[src/rtl/nmi_pkg.sv]
package nmi_pkg;
  // Entry sequence: two internal cycles, three pushes, two vector reads.
  typedef enum logic [2:0] {
    ST_IDLE,
    ST_GAP1,
    ST_GAP2,
    ST_PUSH_HI,
    ST_PUSH_LO,
    ST_PUSH_SR,
    ST_VEC_LO,
    ST_VEC_HI
  } entry_state_t;

  localparam int unsigned ENTRY_CYCLES = 7;
endpackage

[src/rtl/nmi_edge_latch.sv]
module nmi_edge_latch (
  input  logic clk,
  input  logic rst_n,
  input  logic nmi_n_i,
  input  logic take_i,
  output logic pending_o
);
  // armed_q: the previous sample read high. Cleared by reset, so a pin
  // that is already low needs a high sample before it can fire.
  logic armed_q;
  logic pend_q;
  logic fall;

  assign fall = armed_q & ~nmi_n_i;

  always_ff @(posedge clk) begin
    if (!rst_n) begin
      armed_q <= 1'b0;
      pend_q  <= 1'b0;
    end else begin
      armed_q <= nmi_n_i;
      // A fresh edge wins over the clear at entry start.
      pend_q  <= fall | (pend_q & ~take_i);
    end
  end

  assign pending_o = pend_q;
endmodule

[src/rtl/nmi_entry_seq.sv]
module nmi_entry_seq
  import nmi_pkg::*;
#(
  parameter int unsigned ADDR_W     = 16,
  parameter int unsigned DATA_W     = 8,
  parameter logic [7:0]  STACK_PAGE = 8'h01,
  parameter logic [15:0] VEC_ADDR   = 16'hFFFA
) (
  input  logic              clk,
  input  logic              rst_n,
  input  logic              pending_i,
  input  logic              insn_done_i,
  input  logic [ADDR_W-1:0] pc_i,
  input  logic [DATA_W-1:0] status_i,
  input  logic [DATA_W-1:0] sp_i,
  input  logic [DATA_W-1:0] vec_data_i,
  output logic              take_o,
  output logic              stk_valid_o,
  output logic [ADDR_W-1:0] stk_addr_o,
  output logic [DATA_W-1:0] stk_data_o,
  output logic              vec_valid_o,
  output logic [ADDR_W-1:0] vec_addr_o,
  output logic              load_valid_o,
  output logic [ADDR_W-1:0] load_value_o
);
  // The stack address is the page byte followed by the pointer byte.
  localparam int unsigned PAGE_W = ADDR_W - DATA_W;

  entry_state_t      state_q;
  logic [DATA_W-1:0] sp_q;
  logic [ADDR_W-1:0] pc_q;
  logic [DATA_W-1:0] sr_q;
  logic [DATA_W-1:0] vlo_q;
  logic [ADDR_W-1:0] load_q;
  logic              done_q;

  assign take_o = (state_q == ST_IDLE) & pending_i & insn_done_i;

  always_ff @(posedge clk) begin
    if (!rst_n) begin
      state_q <= ST_IDLE;
      sp_q    <= '0;
      pc_q    <= '0;
      sr_q    <= '0;
      vlo_q   <= '0;
      load_q  <= '0;
      done_q  <= 1'b0;
    end else begin
      done_q <= (state_q == ST_VEC_HI);
      unique case (state_q)
        ST_IDLE: if (take_o) begin
          sp_q    <= sp_i;
          pc_q    <= pc_i;
          sr_q    <= status_i;
          state_q <= ST_GAP1;
        end
        ST_GAP1:    state_q <= ST_GAP2;
        ST_GAP2:    state_q <= ST_PUSH_HI;
        ST_PUSH_HI: begin sp_q <= sp_q - 1'b1; state_q <= ST_PUSH_LO; end
        ST_PUSH_LO: begin sp_q <= sp_q - 1'b1; state_q <= ST_PUSH_SR; end
        ST_PUSH_SR: begin sp_q <= sp_q - 1'b1; state_q <= ST_VEC_LO;  end
        ST_VEC_LO:  begin vlo_q <= vec_data_i; state_q <= ST_VEC_HI; end
        ST_VEC_HI:  begin load_q <= {vec_data_i, vlo_q}; state_q <= ST_IDLE; end
        default:    state_q <= ST_IDLE;
      endcase
    end
  end

  always_comb begin
    stk_valid_o = 1'b0;
    stk_data_o  = '0;
    unique case (state_q)
      ST_PUSH_HI: begin stk_valid_o = 1'b1; stk_data_o = pc_q[ADDR_W-1 -: DATA_W]; end
      ST_PUSH_LO: begin stk_valid_o = 1'b1; stk_data_o = pc_q[DATA_W-1:0];        end
      ST_PUSH_SR: begin stk_valid_o = 1'b1; stk_data_o = sr_q;                    end
      default: ;
    endcase
  end

  assign stk_addr_o   = {STACK_PAGE[PAGE_W-1:0], sp_q};
  assign vec_valid_o  = (state_q == ST_VEC_LO) | (state_q == ST_VEC_HI);
  assign vec_addr_o   = (state_q == ST_VEC_HI) ? VEC_ADDR + 16'd1 : VEC_ADDR;
  assign load_valid_o = done_q;
  assign load_value_o = load_q;
endmodule

[src/rtl/nmi_entry_unit.sv]
module nmi_entry_unit #(
  parameter int unsigned ADDR_W     = 16,
  parameter int unsigned DATA_W     = 8,
  parameter logic [7:0]  STACK_PAGE = 8'h01,
  parameter logic [15:0] VEC_ADDR   = 16'hFFFA
) (
  input  logic              clk,
  input  logic              rst_n,
  input  logic              nmi_n,
  input  logic              insn_done,
  input  logic [ADDR_W-1:0] pc_in,
  input  logic [DATA_W-1:0] status_in,
  input  logic [DATA_W-1:0] sp_in,
  input  logic [DATA_W-1:0] vec_rd_data,
  output logic              nmi_pending,
  output logic              stk_wr_valid,
  output logic [ADDR_W-1:0] stk_wr_addr,
  output logic [DATA_W-1:0] stk_wr_data,
  output logic              vec_rd_valid,
  output logic [ADDR_W-1:0] vec_rd_addr,
  output logic              pc_load_valid,
  output logic [ADDR_W-1:0] pc_load_value
);
  logic take;

  nmi_edge_latch u_latch (
    .clk       (clk),
    .rst_n     (rst_n),
    .nmi_n_i   (nmi_n),
    .take_i    (take),
    .pending_o (nmi_pending)
  );

  nmi_entry_seq #(
    .ADDR_W     (ADDR_W),
    .DATA_W     (DATA_W),
    .STACK_PAGE (STACK_PAGE),
    .VEC_ADDR   (VEC_ADDR)
  ) u_seq (
    .clk          (clk),
    .rst_n        (rst_n),
    .pending_i    (nmi_pending),
    .insn_done_i  (insn_done),
    .pc_i         (pc_in),
    .status_i     (status_in),
    .sp_i         (sp_in),
    .vec_data_i   (vec_rd_data),
    .take_o       (take),
    .stk_valid_o  (stk_wr_valid),
    .stk_addr_o   (stk_wr_addr),
    .stk_data_o   (stk_wr_data),
    .vec_valid_o  (vec_rd_valid),
    .vec_addr_o   (vec_rd_addr),
    .load_valid_o (pc_load_valid),
    .load_value_o (pc_load_value)
  );
endmodule

[config.mk]
export PLATFORM = sky130hd
export DESIGN_NAME = nmi_entry_unit
export DESIGN_NICKNAME = d
export VERILOG_FILES = /design/src/rtl/nmi_pkg.sv /design/src/rtl/nmi_edge_latch.sv /design/src/rtl/nmi_entry_seq.sv /design/src/rtl/nmi_entry_unit.sv
export SDC_FILE = /design/constraint.sdc
export NUM_CORES = 1
export LEC_CHECK = 0
export BUFFER_PORTS_ARGS = -buffer_cell sky130_fd_sc_hd__buf_4
export CAP_MARGIN = 20
export CORE_MARGIN = 2
export CORE_UTILIZATION = 49
export DETAILED_ROUTE_END_ITERATION = 8
export HOLD_SLACK_MARGIN = 0.1
export PLACE_DENSITY = 0.79
export SLEW_MARGIN = 10
export SYNTH_ARGS = -nofsm -noshare
export SYNTH_HDL_FRONTEND = slang
export SYNTH_SLANG_ARGS = --single-unit
[constraint.sdc]
create_clock -name clk -period 2.6 [get_ports clk]
set_clock_uncertainty 0.2 [all_clocks]
set_input_delay 0.26 -clock clk [delete_from_list [all_inputs] [get_ports clk]]
set_output_delay 0.26 -clock clk [all_outputs]
set_load 0.02 [all_outputs]
### Word level (Yosys, flattened, before mapping)

Cells that the tools add are included.

| operators by class | value |
|---|---|
| bitwise gates (word level) | 8 |
| add/subtract/negate cells | 1 |
| multiplexer cells | 7 |
| eq/ne operators | 8 |
| reductions and logical operators | 5 |

Operators by type and width:

| kind | count |
|---|---|
| 3-bit case mux with 8 select lines | 1 |
| 8-bit case mux with 3 select lines | 1 |
| 8-bit case mux with 2 select lines | 1 |
| 3-bit equality test, second input constant | 4 |
| 8-bit 2-to-1 mux | 1 |
| 8-bit by 1-bit subtractor with 8-bit output, second input constant | 1 |
| 3-bit by 2-bit equality test with 1-bit output, second input constant | 2 |
| 1-bit AND | 4 |
| 2-bit AND reduction | 2 |
| 3-bit by 1-bit equality test with 1-bit output, second input constant | 1 |
| 3-bit logical NOT | 1 |
| 3-bit 2-to-1 mux | 1 |
| 3-bit OR reduction | 1 |
| 1-bit 2-to-1 mux | 2 |
| 2-bit inequality test, second input constant | 1 |
| 1-bit NOT | 2 |
| 1-bit OR | 2 |
| 2-bit nonzero test | 1 |

| word-level totals | value |
|---|---|
| register bits | 62 |
| word-level logic and storage cells | 38 |

### Depth between registers and ports, before layout

Gate-level depths: netlist of run 1.

| logic depth | value |
|---|---|
| depth in word-level cells | 6 |
| gate-level depth with buffers | 8 |
| depth with buffers taken out | 7 |

### Modules after synthesis

A second synthesis of run 1 with hierarchy kept.

| second synthesis, totals | value |
|---|---|
| cell total of the unflattened synthesis | 347 |
| area total of the unflattened synthesis | 2732.6 um^2 |

By module, submodules not included:

| module | cells an instance | sequential area each (um^2) | area an instance (um^2) | times used |
|---|---|---|---|---|
| nmi_entry_seq | 341 | 1201.2 | 2661.3 | 1 |
| nmi_edge_latch | 6 | 40.0 | 71.3 | 1 |

### Least setup slack after synthesis of run 1

No wires, ideal clock.

| timing | value |
|---|---|
| kind | flip-flop to flip-flop |
| start point | register u_seq.state_q[0] |
| end point | register u_seq.sp_q[6] |
| library setup time | 0.119 ns |
| slack | 0.492 ns |
| stages on the path, launching flop included | 8 |
| required time | 2.281 ns |
| arrival time | 1.789 ns |
| cells stage by stage | dfxtp_1 inv_1 ha_1 or3b_2 o21ai_0 buf_2 a32oi_1 o221a_2 |

| between the ends | value |
|---|---|
| longest elaborated chain between the ends | 5 |

RTL lines:

| element | RTL line | RTL |
|---|---|---|
| start, declared | nmi_entry_seq.sv:29 | `entry_state_t state_q;` |
| start signal, assigned | nmi_entry_seq.sv:41 | `state_q <= ST_IDLE;` |
| start signal, assigned | nmi_entry_seq.sv:55 | `state_q <= ST_GAP1;` |
| start signal, assigned | nmi_entry_seq.sv:57 | `ST_GAP1: state_q <= ST_GAP2;` |
| 3-bit logical NOT | nmi_entry_seq.sv:37, nmi_entry_seq.sv:50 |  |
| 1-bit AND (2 in a row) | nmi_entry_seq.sv:37 | `assign take_o = (state_q == ST_IDLE) & pending_i & insn_done_i;` |
| 2-bit inequality test (no source line) | n/a |  |
| 2-bit AND reduction (no source line) | n/a |  |
| end signal, assigned | nmi_entry_seq.sv:52 | `sp_q <= sp_i;` |
| end, declared | nmi_entry_seq.sv:30 | `logic [DATA_W-1:0] sp_q;` |

Several ways; a longest one is shown, not always the timed one.
A chain may end at the register's enable or synchronous reset.

### Worst setup path after layout of run 1

| timing | value |
|---|---|
| start point | register u_seq.state_q[0] |
| end point | output stk_wr_valid |

| between the ends | value |
|---|---|
| longest elaborated chain between the ends | 3 |

RTL lines:

| element | RTL line | RTL |
|---|---|---|
| 3-bit by 2-bit equality test with 1-bit output or 3-bit equality test (tied branches) | nmi_entry_seq.sv:72 | `unique case (state_q)` |
| 3-bit OR reduction (no source line) * | n/a |  |
| 1-bit 2-to-1 mux * | nmi_entry_seq.sv:72 |  |
| end, declared | nmi_entry_unit.sv:16 | `output logic stk_wr_valid,` |

Mark *: on every way between the ends. The rest lies on a longest branch, timed or not.

==> impl_metrics.yaml, run 1 <==
status:
  run_status: "finished, final reports clean"
route:
  routed_wire_length_per_instance_um: 13.1
  first_iter_violations: 163
  routed_wirelength_um: 7310
  drt_pre_antenna_iters: 4
  detail-route-antenna-nets: 0
  drt_drc_violations_left: 0
  vias_per_cell: 4.98
  dr_total_vias: 2789
synthesis:
  synth-edff-count: 0
  yosys_top_cell_area_share_pct: 42.8
  synth.yosys.seq_area_share_pct: 42.8
  syn-cell-area_um2: 2900
  synthesized_flop_and_latch_total: 62
  yosys_warnings: 0
  synth.mux.area_fraction_pct: 0
  synth.avg_cell_area_um2: 7.90
  ys_types: 35
  ys_async_sr_fraction_pct: 0
  synth.top_cells.by_area: "dfxtp_1 (43%), nand2_1 (16%), a21boi_0 (13%), buf_4 (6.0%), a21oi_1 (2.2%)"
  synth_adder_area_share_pct: 2.16
  post_synth_inst_count: 367
  synth_top_area_cell: "dfxtp_1"
  synthSimpleGateAreaFrac_pct: 23.1
  predominant_post_synthesis_flop_cell: "dfxtp_1"
  synth_compound_area_share_pct: 22.0
  xor_xnor_cell_area_share_of_the_yosys_netlist_pct: 0
  synth_top_family_by_area: "simple AND/OR/NAND/NOR gates"
die:
  dieArea_um2: 6550
  die_height_um: 80.9
  die_w_um: 80.9
  placement_rows: 28
  floorplan.io_pins: 104
  floorplan.core_area_um2: 5820
  floorplan.initialDensity_pct: 49.8
grt:
  antenna_found_initial: 0
  globalRouteTotalUtil_pct: 22.6
  grt_first_pass_wirelength_um: 11400
  maximum_number_of_pins_on_one_net_before_global_route_repair: 65
  grt_pass1_vias: 2540
  global_route.overflow_total: 0
sta:
  final_min_period_ps: 2460
  fin_hold_ws_ps: 105
  max_slew.worst_pin.slew_ps: 871
  max-slew-margin-rel_pct: 41.5
  fmax_mhz: 407
  final_max_slew_viol_count: 0
  finalSetupTns_ps: 0
  timing.final.setup_violations: 0
  finalCritPeriodShare_pct: 94.4
  rsz0062_at_grt: "no"
  number_of_hold_violations_in_the_final_report: 0
flow_run:
  count_of_max_cap_constraint_violations: 0
finish:
  diodes: 0
  layoutNonFillerInstCount: 560
  area.growth.synth_to_final_pct: 40.4
  layout-drive-gt1-share_pct: 23.1
  nets: 529
  mostFrequentLayoutCell: "nand2_1"
  top_library_cells_by_usage_in_the_layout_fill_and_taps_aside: "nand2_1 (127), buf_4 (86), dfxtp_1 (62), a21boi_0 (49), dlygate4sd3_1 (38)"
critical_path:
  timing.critical_path.to_type: "output pin"
  crit_required_ps: 2140
  cp_max_fo: 7
  critPathSlowestCell: "or3b_2"
  cp.arrival_ps: 2000
  timing.critical_path.from_type: "register"
  critical_path_cell_by_cell: "inv_1 -> ha_1 -> or3b_2 -> o21ai_0 -> inv_2 -> buf_4"
  crit_type: "register to output pin"
  cpPeakStageDelay_ps: 500
power_and_ir_drop:
  power.total_uw: 2360
  power.density_cell_area_nw_per_um2: 581
  ir_worst_vdd_v: 0.000337
  pleak_uw: 0.00172
placed_design:
  post-dp-hpwl_um: 4520
  port_buffers: 80
  gp_congestion: 0.804
  dpl.cell_count: 506
clock_network:
  numCtsBuffers: 9
  cts_tree: "built"
  cts.htree.levels: 3
  cts_setup_buffers: 0
  ctsLongestPathBuffers: 2
  numClockSinks: 62
  clock-root-buffer: "clkbuf_8"
  cts.reportedPaths.clkPinSlew_ps: 70
  worst_skew_late_latency_ps: 330
min_path:
  worstHoldPathType: "primary input to register"
registers in the layout, indices dropped and copies added, names as in the netlist:
register            flops
u_latch.armed_q         1
u_latch.pending_o       1
u_seq.load_valid_o      1
u_seq.load_value_o     16
u_seq.pc_q             16
u_seq.sp_q              8
u_seq.sr_q              8
u_seq.state_q           3
u_seq.vlo_q             8
synth_stat cells (all sizes together), types with 3 or more instances:
library cell and n:
a21boi 49, a21oi 13, a22oi 8, and2 4, buf 26, clkbuf 17
dfxtp 62, ha 5, inv 7, nand2 127, nor2 3, nor2b 6
nor3 3, o21ai 5, o22ai 5, o31a 3
report_power, final:
group	internal (µW)	total [µW]	switching, µW
clock	544	906	362
combinational	208	439	230
sequential	987	1020	33.5
cell families after synthesis:
group	Yosys count
flip-flops	62
AND/OR/NAND/NOR	157
other	2
AO/OA/AOI/OAI	90
adder cells (fa/ha/maj)	5
buffers and inverters	51
critical path: cells and delay by family (launching register included):
family	cells	cell delay, ps
flip-flops	1	380
buffers and inverters	3	380
AND/OR/NAND/NOR	1	500
adder cells (fa/ha/maj)	1	250
AO/OA/AOI/OAI	1	140
path summary, 6_finish.rpt:
check,slack [ps],cells past startpoint,endpoint,from
setup / recovery,140,6,stk_wr_valid,u_seq.state_q[0]
hold / removal,100,4,u_seq.state_q[1],insn_done
setup reg to reg,290,6,u_seq.sp_q[6],u_seq.state_q[0]
hold reg to reg,260,2,u_seq.pc_q[12],u_seq.pc_q[12]
stage by stage:
step           worst slack, ps  area (µm²)  util (%)
6_report                   145        4070      70.0
2_1_floorplan              492        2980         -
4_1_cts                   93.3        4070      69.9
5_1_grt                  0.139        4070      70.0
3_5_place_dp               332        3470      59.6
3_3_place_gp               428        3470      59.6
routing by layer:
metal  share of wire, %  GRT usage (%)  wire length, µm
met1                 42           27.1             3090
met2                 49           37.4             3620
met3                5.4           6.44              395
met4                2.9           10.3              213
met5                  0              0                0
area by class of cell:
type                            instances  area, µm²
Fill cell                             491       1750
Clock buffer                           13        179
Timing Repair Buffer                  124       1030
Multi-Input combinational cell        275       1460
Sequential cell                        62       1240
Tap cell                               75       93.8
Clock inverter                          3       40.0
Inverter                                8       30.0
timing repair:
action | 4_1_cts | 5_1_grt
gates resized for setup | 0 | 2
hold buffers | 38 | 0
endpoints found under the hold margin | 47 | 0
endpoints found under the setup margin | 0 | 8
No activity file was read; power rests on OpenSTA's default activity.
==> inputs of run 2 (changes only) <==
Settings changed: CORE_MARGIN 2 to unset.
==> run 2 against run 1 <==
Total power shrank 1.1%. Global-route usage increased by 1.8 points. Sequential share of layout area increased by 0.13 points. Setup slack better by 70 ps. Critical endpoint unchanged. Die area decreased by 4.9%. Critical path type unchanged.
==> impl_metrics.yaml, run 2 (same netlist as run 1, synthesis figures left out) <==
status:
  run_status: "finished, final reports clean"
min_path:
  worstHoldStart: "insn_done"
  hold_end: "u_seq.state_q[1]"
  min_path_cells: 4
  worstHoldPathType: "primary input to register"
finish:
  nets: 529
  layout-drive-gt1-share_pct: 22.5
  diodes: 0
  final.fill_count: 463
  area.growth.synth_to_final_pct: 39.7
  top_library_cells_by_usage_in_the_layout_fill_and_taps_aside: "nand2_1 (127), buf_4 (86), dfxtp_1 (62), a21boi_0 (49), dlygate4sd3_1 (38)"
  multi_input_area_um2: 1460
  sequential_cell_area_um2: 1240
  mostFrequentLayoutCell: "nand2_1"
  post-route-cell-area_um2: 4050
die:
  floorplan.initialDensity_pct: 51.7
  die_height_um: 78.9
  floorplan.core_area_um2: 5610
  floorplan.io_pins: 104
  die_w_um: 78.9
  dieArea_um2: 6230
  placement_rows: 27
critical_path:
  reg2reg_slack_ps: 270
  cp_max_fo: 7
  crit_type: "register to output pin"
  worstReg2RegStart: "u_seq.state_q[0]"
  cpPeakStageDelay_ps: 520
  crit_required_ps: 2140
  worst-r2r-cell-count: 6
  timing.critical_path.from_type: "register"
  critical_path.reg2reg.endpoint: "u_seq.sp_q[6]"
  critical_path_cell_by_cell: "inv_1 -> ha_1 -> or3b_2 -> o21ai_2 -> inv_2 -> buf_4"
  timing.critical_path.to_type: "output pin"
  cp.arrival_ps: 1930
  critPathSlowestCell: "or3b_2"
placed_design:
  post-dp-hpwl_um: 4420
  gp_congestion: 0.793
  port_buffers: 80
  dpl_cell_area_um2: 3460
power_and_ir_drop:
  power.density_cell_area_nw_per_um2: 577
  pleak_uw: 0.00170
  ir_worst_vdd_v: 0.000451
route:
  vias_per_cell: 5.00
  drt_drc_violations_left: 0
  routed_wirelength_um: 7190
  routed_wire_length_per_instance_um: 12.9
  first_iter_violations: 140
  detailroute.wirelength.met2_um: 3550
  top_layer_in_use: "met4"
  detailroute.wirelength.met3_um: 358
  dr_total_vias: 2778
  routedLengthMet1_um: 3130
  detail-route-antenna-nets: 0
  drt_pre_antenna_iters: 4
sta:
  finalSetupTns_ps: 0
  final_min_period_ps: 2390
  rsz0062_at_grt: "no"
  fmax_mhz: 419
  max-slew-margin-rel_pct: 41.0
  finalCritPeriodShare_pct: 91.7
  timing.final.setup_violations: 0
  number_of_hold_violations_in_the_final_report: 0
  max_slew.worst_pin.slew_ps: 878
  final_max_slew_viol_count: 0
clock_network:
  cts.reportedPaths.clkPinSlew_ps: 60
  numClockSinks: 62
  cts_setup_buffers: 0
  clock-root-buffer: "clkbuf_8"
  numCtsBuffers: 9
  ctsLongestPathBuffers: 2
  cts_tree: "built"
  worst_skew_late_latency_ps: 330
  cts.htree.levels: 3
grt:
  globalRouteTotalUtil_pct: 24.4
  grt_first_pass_wirelength_um: 11800
  maximum_number_of_pins_on_one_net_before_global_route_repair: 65
  antenna_found_initial: 0
  grt_pass1_vias: 2649
  global_route.overflow_total: 0
flow_run:
  count_of_max_cap_constraint_violations: 0
-- run 2: repair_timing --
| action | CTS | global route |
|---|---|---|
| gates resized for setup | 0 | 3 |
| hold buffers | 38 | 0 |
| hold endpoints to repair | 47 | 0 |
| setup endpoints to repair | 0 | 1 |
-- run 2: worst max-delay path: cells and delay by family, from the launching register on --
family                   cells  cell delay, ps
AND/OR/NAND/NOR              1             520
flip-flops                   1             370
adder cells (fa/ha/maj)      1             250
buffers and inverters        3             350
AO/OA/AOI/OAI                1             110
-- run 2: stage by stage --
stage / instances / hold WS (ps) / setup slack [ps] / utilization, % / power (µW)
detailed placement: 503 / 257 / 290 / 61.8 / 1430
floorplan: 388 / 182 / 492 / - / 1330
global route: 556 / 147 / 105 / 72.2 / 2460
global placement: 503 / 252 / 377 / 61.8 / 1420
finish: 556 / 138 / 215 / 72.2 / 2340
CTS: 556 / 125 / 29.5 / 72.2 / 2350
-- run 2: cell type report --
cell class                 instances  share of cell area (%)
multi-input combinational        275                    36.0
sequential                        62                    30.6
timing repair buffer             124                    25.3
clock buffer                      11                    3.24
tap                               72                    2.22
clock inverter                     4                    1.79
inverter                           8                   0.741
-- run 2: report_power, final --
part	leakage (µW)	switching (µW)	total, µW	internal, µW
clock network	0.0000994	345	879	534
logic	0.00110	231	441	209
registers	0.000501	32.7	1020	987
-- run 2: how the worst max path moves through the flow --
stage / startpoint / cells past startpoint / slack, ps / end
after detailed placement: u_seq.state_q[0] / 6 / 290 / u_seq.sp_q[6]
after CTS: u_seq.state_q[0] / 6 / 30 / stk_wr_valid
final: u_seq.state_q[0] / 6 / 210 / stk_wr_valid
after floorplan: u_seq.state_q[0] / 7 / 490 / u_seq.sp_q[6]
after global placement: u_seq.state_q[0] / 6 / 380 / u_seq.sp_q[6]
after global routing: u_seq.state_q[0] / 6 / 100 / stk_wr_valid
-- run 2: routing by layer --
metal	GRT usage (%)	up-vias
met2	41.0	92
met4	11.3	0
met1	28.8	1279
li1	-	1393
met5	0	-
met3	6.78	14
==> inputs of run 3 (changes only) <==
Settings changed: REMOVE_ABC_BUFFERS set to 1.
==> run 3 against run 2 <==
Die area stayed put. Sequential cell count unchanged. Final cell count increased by 0.54%. Critical path depth unchanged.
==> impl_metrics.yaml, run 3 (same netlist as run 1, synthesis figures left out) <==
critical_path:
  cp_max_fo: 7
  worst-r2r-cell-count: 6
  worstReg2RegStart: "u_seq.state_q[0]"
  cpPeakStageDelay_ps: 500
  critical_path.reg2reg.endpoint: "u_seq.sp_q[6]"
  critPathSlowestCell: "or3b_2"
  worst-path-buf-inv: 3
  timing.critical_path.to_type: "output pin"
  critical_path_cell_by_cell: "inv_1 -> ha_1 -> or3b_2 -> o21ai_0 -> inv_2 -> buf_4"
  crit_type: "register to output pin"
  cp.arrival_ps: 1990
  crit_required_ps: 2140
  reg2reg_slack_ps: 250
  timing.critical_path.from_type: "register"
  critical-path-top-delay-family: "simple AND/OR/NAND/NOR gates"
clock_network:
  clock-root-buffer: "clkbuf_8"
  numClockSinks: 62
  ctsLongestPathBuffers: 2
  cts.reportedPaths.clkPinSlew_ps: 70
  worst_skew_late_latency_ps: 340
  cts_setup_buffers: 0
  numCtsBuffers: 9
  cts.htree.levels: 3
  cts_tree: "built"
sta:
  fmax_mhz: 408
  final_max_slew_viol_count: 0
  timing.final.setup_violations: 0
  least_setup_slack_across_all_paths_after_layout_ps: 149
  final_min_period_ps: 2450
  finalSetupTns_ps: 0
  max-slew-margin-rel_pct: 38.8
  fin_hold_ws_ps: 139
  finalCritPeriodShare_pct: 94.3
  max_slew.worst_pin.slew_ps: 910
  rsz0062_at_grt: "no"
  number_of_hold_violations_in_the_final_report: 0
finish:
  area.growth.synth_to_final_pct: 39.6
  diodes: 0
  post-route-cell-area_um2: 4050
  layout-drive-gt1-share_pct: 22.8
  mostFrequentLayoutCell: "nand2_1"
  fin_util_pct: 72.2
  top_library_cells_by_usage_in_the_layout_fill_and_taps_aside: "nand2_1 (127), buf_4 (87), dfxtp_1 (62), a21boi_0 (49), dlygate4sd3_1 (39)"
  nets: 531
grt:
  grt_first_pass_wirelength_um: 11400
  grt_pass1_vias: 2662
  antenna_found_initial: 0
  global_route.overflow_total: 0
  globalRouteTotalUtil_pct: 23.3
  maximum_number_of_pins_on_one_net_before_global_route_repair: 65
route:
  routed_wire_length_per_instance_um: 12.5
  drt_drc_violations_left: 0
  vias_per_cell: 4.99
  dr_total_vias: 2788
  first_iter_violations: 180
  drt_pre_antenna_iters: 5
  routed_wirelength_um: 6970
  detail-route-antenna-nets: 0
die:
  die_height_um: 78.9
  placement_rows: 27
  die_w_um: 78.9
  floorplan.initialDensity_pct: 51.7
  dieArea_um2: 6230
  floorplan.core_area_um2: 5610
  floorplan.io_pins: 104
placed_design:
  post-dp-hpwl_um: 4340
  dpl_cell_area_um2: 3470
  gp_congestion: 0.767
  dp_slack_ps: 265
  port_buffers: 80
min_path:
  min_path_cells: 4
  hold_end: "u_seq.sp_q[7]"
  worstHoldStart: "sp_in[7]"
  worstHoldPathType: "primary input to register"
power_and_ir_drop:
  pleak_uw: 0.00171
  ir_worst_vdd_v: 0.000407
  power.density_cell_area_nw_per_um2: 555
status:
  run_status: "finished, final reports clean"
flow_run:
  count_of_max_cap_constraint_violations: 0
==> run 3: worst max path at each step <==
stage                     start             to  slack (ps)  cells after the start
4_1_cts        u_seq.state_q[0]   stk_wr_valid          90                      6
3_5_place_dp   u_seq.state_q[0]  u_seq.sp_q[6]         260                      6
3_3_place_gp   u_seq.state_q[0]  u_seq.sp_q[6]         350                      6
6_report       u_seq.state_q[0]   stk_wr_valid         150                      6
2_1_floorplan  u_seq.state_q[0]  u_seq.sp_q[0]         110                      7
5_1_grt        u_seq.state_q[0]   stk_wr_valid          20                      6
==> run 3: cell type report <==
class,instances,area [µm²]
Clock buffer,13,169
Clock inverter,3,17.5
Fill cell,445,1560
Inverter,8,30.0
Multi-Input combinational cell,275,1460
Sequential cell,62,1240
Tap cell,72,90.1
Timing Repair Buffer,126,1040
==> run 3: repair_timing <==
item,in CTS,in global routing
resized for setup,0,1
setup endpoints to repair,0,1
hold buffers,39,0
hold endpoints to repair,48,0
==> run 3: tightest hold or removal path, delay by kind of cell <==
family / cells / cell delay [ps]
compound gates: 3 / 250
buf+inv: 1 / 100
==> run 3: report_power, final <==
group	internal (µW)	total, µW	switching [µW]
combinational	210	442	232
clock	421	784	362
sequential	987	1020	32.6
==> run 3: metal layers <==
| metal | track usage (%) | routed length [µm] | vias up |
|---|---|---|---|
| li1 | - | - | 1408 |
| met1 | 27.3 | 3080 | 1283 |
| met2 | 40.7 | 3470 | 82 |
| met3 | 4.25 | 281 | 15 |
| met4 | 11.8 | 140 | 0 |
| met5 | 0 | 0 | - |
==> run 3: through the flow <==
stage,total power [µW],cells
after CTS,2260,559
after global routing,2360,559
final,2240,559
after global placement,1410,504
after detailed placement,1430,504
after floorplan,1280,345
